## config.mk

```make
export PLATFORM = sky130hd
export DESIGN_NAME = int_alu
export DESIGN_NICKNAME = d
export VERILOG_FILES = /design/src/rtl/alu_pkg.sv /design/src/rtl/alu_adder.sv /design/src/rtl/alu_logic.sv /design/src/rtl/alu_flags.sv /design/src/rtl/int_alu.sv
export SDC_FILE = /design/constraint.sdc
export NUM_CORES = 1
export LEC_CHECK = 0
export BUFFER_PORTS_ARGS = -buffer_cell sky130_fd_sc_hd__buf_2
export CORE_MARGIN = 4
export CORE_UTILIZATION = 30
export DETAILED_ROUTE_END_ITERATION = 6
export PLACE_DENSITY_LB_ADDON = 0.12
export SETUP_SLACK_MARGIN = 0.05
export SLEW_MARGIN = 25
export SYNTH_ARGS = -nofsm -noshare
export SYNTH_HDL_FRONTEND = slang
export SYNTH_HIERARCHICAL = 1
export SYNTH_SLANG_ARGS = --single-unit
```

## constraint.sdc

```tcl
create_clock -name vclk -period 10.91
set_input_delay 1.091 -clock vclk [all_inputs]
set_output_delay 1.091 -clock vclk [all_outputs]
set_load 0.01 [all_outputs]
```

## src/rtl/alu_pkg.sv

```systemverilog
package alu_pkg;
  localparam int OP_W = 3;

  typedef enum logic [OP_W-1:0] {
    OP_AND = 3'b000,
    OP_OR  = 3'b001,
    OP_ADD = 3'b010,
    OP_SUB = 3'b110,
    OP_SLT = 3'b111
  } alu_op_e;

  // Signed overflow from the carries into and out of the top bit.
  function automatic logic f_ovf_from_carry(input logic c_into_msb, input logic c_out_msb);
    return c_into_msb ^ c_out_msb;
  endfunction

  // Signed less-than from the sign of A-B, corrected by its overflow.
  function automatic logic f_signed_lt(input logic diff_sign, input logic diff_ovf);
    return diff_sign ^ diff_ovf;
  endfunction

  function automatic logic f_is_arith(input logic [OP_W-1:0] code);
    return (code == OP_ADD) || (code == OP_SUB);
  endfunction
endpackage

```

## src/rtl/alu_adder.sv

```systemverilog
module alu_adder #(
  parameter int W   = 32,
  parameter int GRP = 4
) (
  input  logic [W-1:0] a,
  input  logic [W-1:0] b,
  input  logic         sub,
  output logic [W-1:0] sum,
  output logic         c_msb,
  output logic         c_out
);
  localparam int NG = W / GRP;

  logic [W-1:0]  bx;
  logic [W-1:0]  carry;
  logic [NG:0]   gcarry;

  assign bx        = b ^ {W{sub}};
  assign gcarry[0] = sub;

  for (genvar gi = 0; gi < NG; gi++) begin : g_grp
    logic [GRP-1:0] gen;
    logic [GRP-1:0] prop;
    logic [GRP:0]   lc;

    assign gen  = a[gi*GRP +: GRP] & bx[gi*GRP +: GRP];
    assign prop = a[gi*GRP +: GRP] | bx[gi*GRP +: GRP];

    always_comb begin
      logic term;
      lc[0] = gcarry[gi];
      for (int k = 1; k <= GRP; k++) begin
        lc[k] = 1'b0;
        for (int j = 0; j < k; j++) begin
          term = gen[j];
          for (int m = j + 1; m < k; m++) term = term & prop[m];
          lc[k] = lc[k] | term;
        end
        term = gcarry[gi];
        for (int m = 0; m < k; m++) term = term & prop[m];
        lc[k] = lc[k] | term;
      end
    end

    assign carry[gi*GRP +: GRP] = lc[GRP-1:0];
    assign gcarry[gi+1]         = lc[GRP];
  end

  assign sum   = a ^ bx ^ carry;
  assign c_msb = carry[W-1];
  assign c_out = gcarry[NG];
endmodule

```

## src/rtl/alu_logic.sv

```systemverilog
module alu_logic #(
  parameter int W = 32
) (
  input  logic [W-1:0] a,
  input  logic [W-1:0] b,
  output logic [W-1:0] and_w,
  output logic [W-1:0] or_w
);
  for (genvar i = 0; i < W; i++) begin : g_bit
    assign and_w[i] = a[i] & b[i];
    assign or_w[i]  = a[i] | b[i];
  end
endmodule

```

## src/rtl/alu_flags.sv

```systemverilog
module alu_flags #(
  parameter int W = 32
) (
  input  logic [W-1:0] result,
  input  logic         c_msb,
  input  logic         c_out,
  input  logic         arith,
  output logic         raw_ovf,
  output logic         zero,
  output logic         ovf
);
  assign raw_ovf = alu_pkg::f_ovf_from_carry(c_msb, c_out);
  assign ovf     = arith & raw_ovf;
  assign zero    = ~|result;
endmodule

```

## src/rtl/int_alu.sv

```systemverilog
module int_alu #(
  parameter int W   = 32,
  parameter int GRP = 4
) (
  input  logic [W-1:0]             a_in,
  input  logic [W-1:0]             b_in,
  input  logic [alu_pkg::OP_W-1:0] op,
  output logic [W-1:0]             result,
  output logic                     zero,
  output logic                     ovf
);
  import alu_pkg::*;

  logic [W-1:0] sum_w, and_w, or_w;
  logic         c_msb_w, c_out_w, raw_ovf_w, lt_w, arith_w;

  assign arith_w = f_is_arith(op);

  alu_adder #(.W(W), .GRP(GRP)) u_adder (
    .a(a_in), .b(b_in), .sub(op[OP_W-1]),
    .sum(sum_w), .c_msb(c_msb_w), .c_out(c_out_w)
  );

  alu_logic #(.W(W)) u_logic (
    .a(a_in), .b(b_in), .and_w(and_w), .or_w(or_w)
  );

  assign lt_w = f_signed_lt(sum_w[W-1], raw_ovf_w);

  always_comb begin
    unique case (op)
      OP_AND:  result = and_w;
      OP_OR:   result = or_w;
      OP_ADD,
      OP_SUB:  result = sum_w;
      OP_SLT:  result = {{(W-1){1'b0}}, lt_w};
      default: result = '0;
    endcase
  end

  alu_flags #(.W(W)) u_flags (
    .result(result), .c_msb(c_msb_w), .c_out(c_out_w), .arith(arith_w),
    .raw_ovf(raw_ovf_w), .zero(zero), .ovf(ovf)
  );
endmodule

```

==> results.txt <==
The critical path required time came out at roughly 9.8 ns. The post-route clock period utilization is 64.4%. The pre-CTS worst setup slack is 3.75 ns. The layer flagged by global routing as most heavily used is met2. The detailed-route vias per instance came out at 4.74. The worst setup margin came out at 3.88 ns. Power spread over the standard cell area amounts to 62.1 nW/µm².

Entering global routing, the biggest net connects 36 pins. The final standard cell utilization of the core is 36.0%. In this run the power spent charging and discharging nets is approximately 0.15 mW. STA classifies the critical path endpoint as an output port. The highest attainable clock frequency came out at 0.142 GHz.

The die width is 121 µm. The leakage power figure is 2.19 nW. The placed instance count came out at 737. The count of buffers added by post-CTS timing repair for setup is 0. The total DRC errors in the routed layout is 0. The global route total overflow came out at 0. The transition time at the pin with the least slew margin is 0.855 ns. The routed wirelength normalized by instance count is between 10 and 15 µm. For this run, the number of standard cells in the final layout without fillers is 737. The net count of the finished layout came out at between 700 and 800. The total of cells resized after clock tree synthesis is 0.

Combinational cells account for 100.0% of the total power. After floorplanning, the core was sized to cover roughly 12,000 µm². In this run, post-CTS hold repair placed 0 buffers. The number of DRC markers after the initial detailed-route iteration came out at 91. Net switching is 55.8% of the power. The maximum fanout along the worst path is 23. The post-detailed-routing wire length is 10,800 µm. The library cell used most frequently in the layout, excluding fill and tap cells, is sky130_fd_sc_hd__buf_2. The max-slew violation total from the final report was 0. In the global route stage, met1 resource usage came out at 18.6%. The synthesized netlist contains between 50 and 60 unique library cells. The total negative slack is 0 ns. The first-pass iteration count of the detailed router is 6. The final critical path time including I/O delays and setup is 7.03 ns.

The fraction of the yosys area taken by sequential cells came out at 0%. Once layout is done, the placed cells without fillers occupy 4400 µm². The worst hold margin is 2.63 ns. The number of nets in the synthesized netlist came out at 623. Global routing used less than 1% of the available met3 tracks. The routing usage on met2 is 29.1%. The initialized floorplan defines 40 standard-cell rows. The internal power component is around 0.12 mW. The height of the chip is 121 µm.

The congestion estimate from routability-driven global placement came to about 0.8. The area of the mapped netlist is ~3800 µm². Setup repair after global routing left no endpoint under its margin. The count of buffers from port buffering is approximately 100. The number of clock buffers in the layout is 0.

The instance area after placement is between 4000 and 5000 µm². The post-route netlist has between 30% and 40% of its cells at a drive strength greater than 1. By area the synthesized netlist is led by sky130_fd_sc_hd__ha_1, sky130_fd_sc_hd__o2bb2ai_2, sky130_fd_sc_hd__xor2_1. In this run the tightest slew margin relative to its limit is 43.0%. The HPWL after detailed placement came out at 8750 µm. Compared with the post-synthesis result, the final layout area differs by 15.3%. The number of setup violations in the final report came out at 0.

The first global-routing pass estimated 17,900 µm of wire. The warning count from the yosys run is 6. The category of the worst setup path launch point is an input port.

The area fraction of the dominant cell type after synthesis is 21.0%. Per report_power, the clock group accounts for 0% of the total. The biggest area contributor in the post-synthesis netlist is sky130_fd_sc_hd__ha_1. The initial antenna violation count is 0.

The run finished with clean final reports. Detailed routing inserted a total of 3,493 vias. The total of max-cap violations came out at 0. The post-synthesis average cell area is 7.87 µm². Data on the critical path arrives at its endpoint at 5.94 ns.

The area of the die is 14,600 µm². By startpoint and endpoint, the worst setup path is classified as in2out. The cell count after synthesis came out at between 400 and 500.

The part of the power in registers is 0%. The worst ir drop on vdd came out at 0.0220 mV. The total design power came out at 0.273 mW. The antenna cell count is 0. The number of flip-flops and latches is 0. The hold violation total from the final report came out at 0. In the global route stage, overall resource usage came out at 14.8%.

The number of global-route vias before repair is 3,625. Leaving out fill and tap cells, the most frequent cells in the layout are sky130_fd_sc_hd__buf_2, sky130_fd_sc_hd__inv_1, sky130_fd_sc_hd__ha_1. Pin placement for this block handled ~100 I/O pins.

The register area came out at 0 µm². The effective utilization at floorplan is 31.3%. The number of routed nets with antenna violations is 0.

The path type of the worst min-delay path is in2out.
[cell type report]
| class | count | area [µm²] |
|---|---|---|
| fillers | 1357 | 7810 |
| inverters | 88 | 330 |
| multi-input cells | 378 | 3340 |
| well taps | 168 | 210 |
| repair buffers | 103 | 520 |
[layer usage]
| layer | up-vias | part of all wire (%) |
|---|---|---|
| met1 | 1640 | 44 |
| met5 | - | 0 |
| li1 | 1796 | - |
| met2 | 55 | 53 |
| met3 | 2 | 2.9 |
| met4 | 0 | 0.18 |
[path summary, 6_finish.rpt]
kind	startpoint	endpoint	slack [ns]	cells past startpoint
hold / removal	b_in[2]	result[2]	2.63	4
setup / recovery	op[2]	zero	3.88	21
[power groups by stage]
stage / sequential (mW) / clock, mW / combinational (mW)
5_1_grt: 0 / 0 / 0.308
2_1_floorplan: 0 / 0 / 0.200
3_3_place_gp: 0 / 0 / 0.274
6_report: 0 / 0 / 0.273
3_5_place_dp: 0 / 0 / 0.276
4_1_cts: 0 / 0 / 0.278
[worst max-delay path, cell delays in order]
cell                        delay (ns)
sky130_fd_sc_hd__buf_2            0.40
sky130_fd_sc_hd__buf_4            0.47
sky130_fd_sc_hd__xor2_1           0.24
sky130_fd_sc_hd__inv_1            0.06
sky130_fd_sc_hd__ha_1             0.16
sky130_fd_sc_hd__and2b_1          0.21
sky130_fd_sc_hd__o2111ai_2        0.15
sky130_fd_sc_hd__a2111oi_2        0.45
sky130_fd_sc_hd__o211ai_2         0.15
sky130_fd_sc_hd__a211oi_2         0.29
sky130_fd_sc_hd__a221o_2          0.23
sky130_fd_sc_hd__a21o_1           0.15
sky130_fd_sc_hd__a2111oi_0        0.11
sky130_fd_sc_hd__nor4b_1          0.54
sky130_fd_sc_hd__xor2_1           0.13
sky130_fd_sc_hd__nand3_1          0.11
sky130_fd_sc_hd__a31oi_1          0.17
sky130_fd_sc_hd__nor4_1           0.40
sky130_fd_sc_hd__nand4_1          0.14
sky130_fd_sc_hd__nor2_1           0.11
sky130_fd_sc_hd__buf_2            0.13
[cells by family (layout without fill, tap and decap cells)]
logic type,after synthesis,after routing,synth area share (%)
fa+ha+maj,71,71,24.7
compound gates,116,116,27.8
xor+xnor,56,56,12.9
simple gates,134,134,21.9
buf+inv,107,191,12.5
mux,1,1,0.262
[cells in the mapped netlist, types with 2 or more instances]
cell type	n
sky130_fd_sc_hd__o21ai_0	5
sky130_fd_sc_hd__a31oi_1	2
sky130_fd_sc_hd__buf_2	7
sky130_fd_sc_hd__o2bb2ai_2	30
sky130_fd_sc_hd__buf_1	3
sky130_fd_sc_hd__buf_6	2
sky130_fd_sc_hd__inv_1	88
sky130_fd_sc_hd__buf_12	3
sky130_fd_sc_hd__ha_1	64
sky130_fd_sc_hd__o21bai_1	7
sky130_fd_sc_hd__and2_1	5
sky130_fd_sc_hd__nor2_1	22
sky130_fd_sc_hd__nor2b_1	5
sky130_fd_sc_hd__a21oi_1	22
sky130_fd_sc_hd__o31ai_1	3
sky130_fd_sc_hd__xnor2_1	17
sky130_fd_sc_hd__nand2b_1	3
sky130_fd_sc_hd__or3_1	4
sky130_fd_sc_hd__nor4_1	8
sky130_fd_sc_hd__nand3_1	4
sky130_fd_sc_hd__fa_1	7
sky130_fd_sc_hd__and2_2	32
sky130_fd_sc_hd__a221oi_1	2
sky130_fd_sc_hd__clkbuf_1	3
sky130_fd_sc_hd__nand4_1	2
sky130_fd_sc_hd__a211oi_1	2
sky130_fd_sc_hd__nor3_1	3
sky130_fd_sc_hd__xor2_1	39
sky130_fd_sc_hd__or2_1	32
sky130_fd_sc_hd__a22oi_1	31
sky130_fd_sc_hd__or2_2	2
sky130_fd_sc_hd__nand2_1	4
Note: power is estimated with default switching activity, not from simulation.
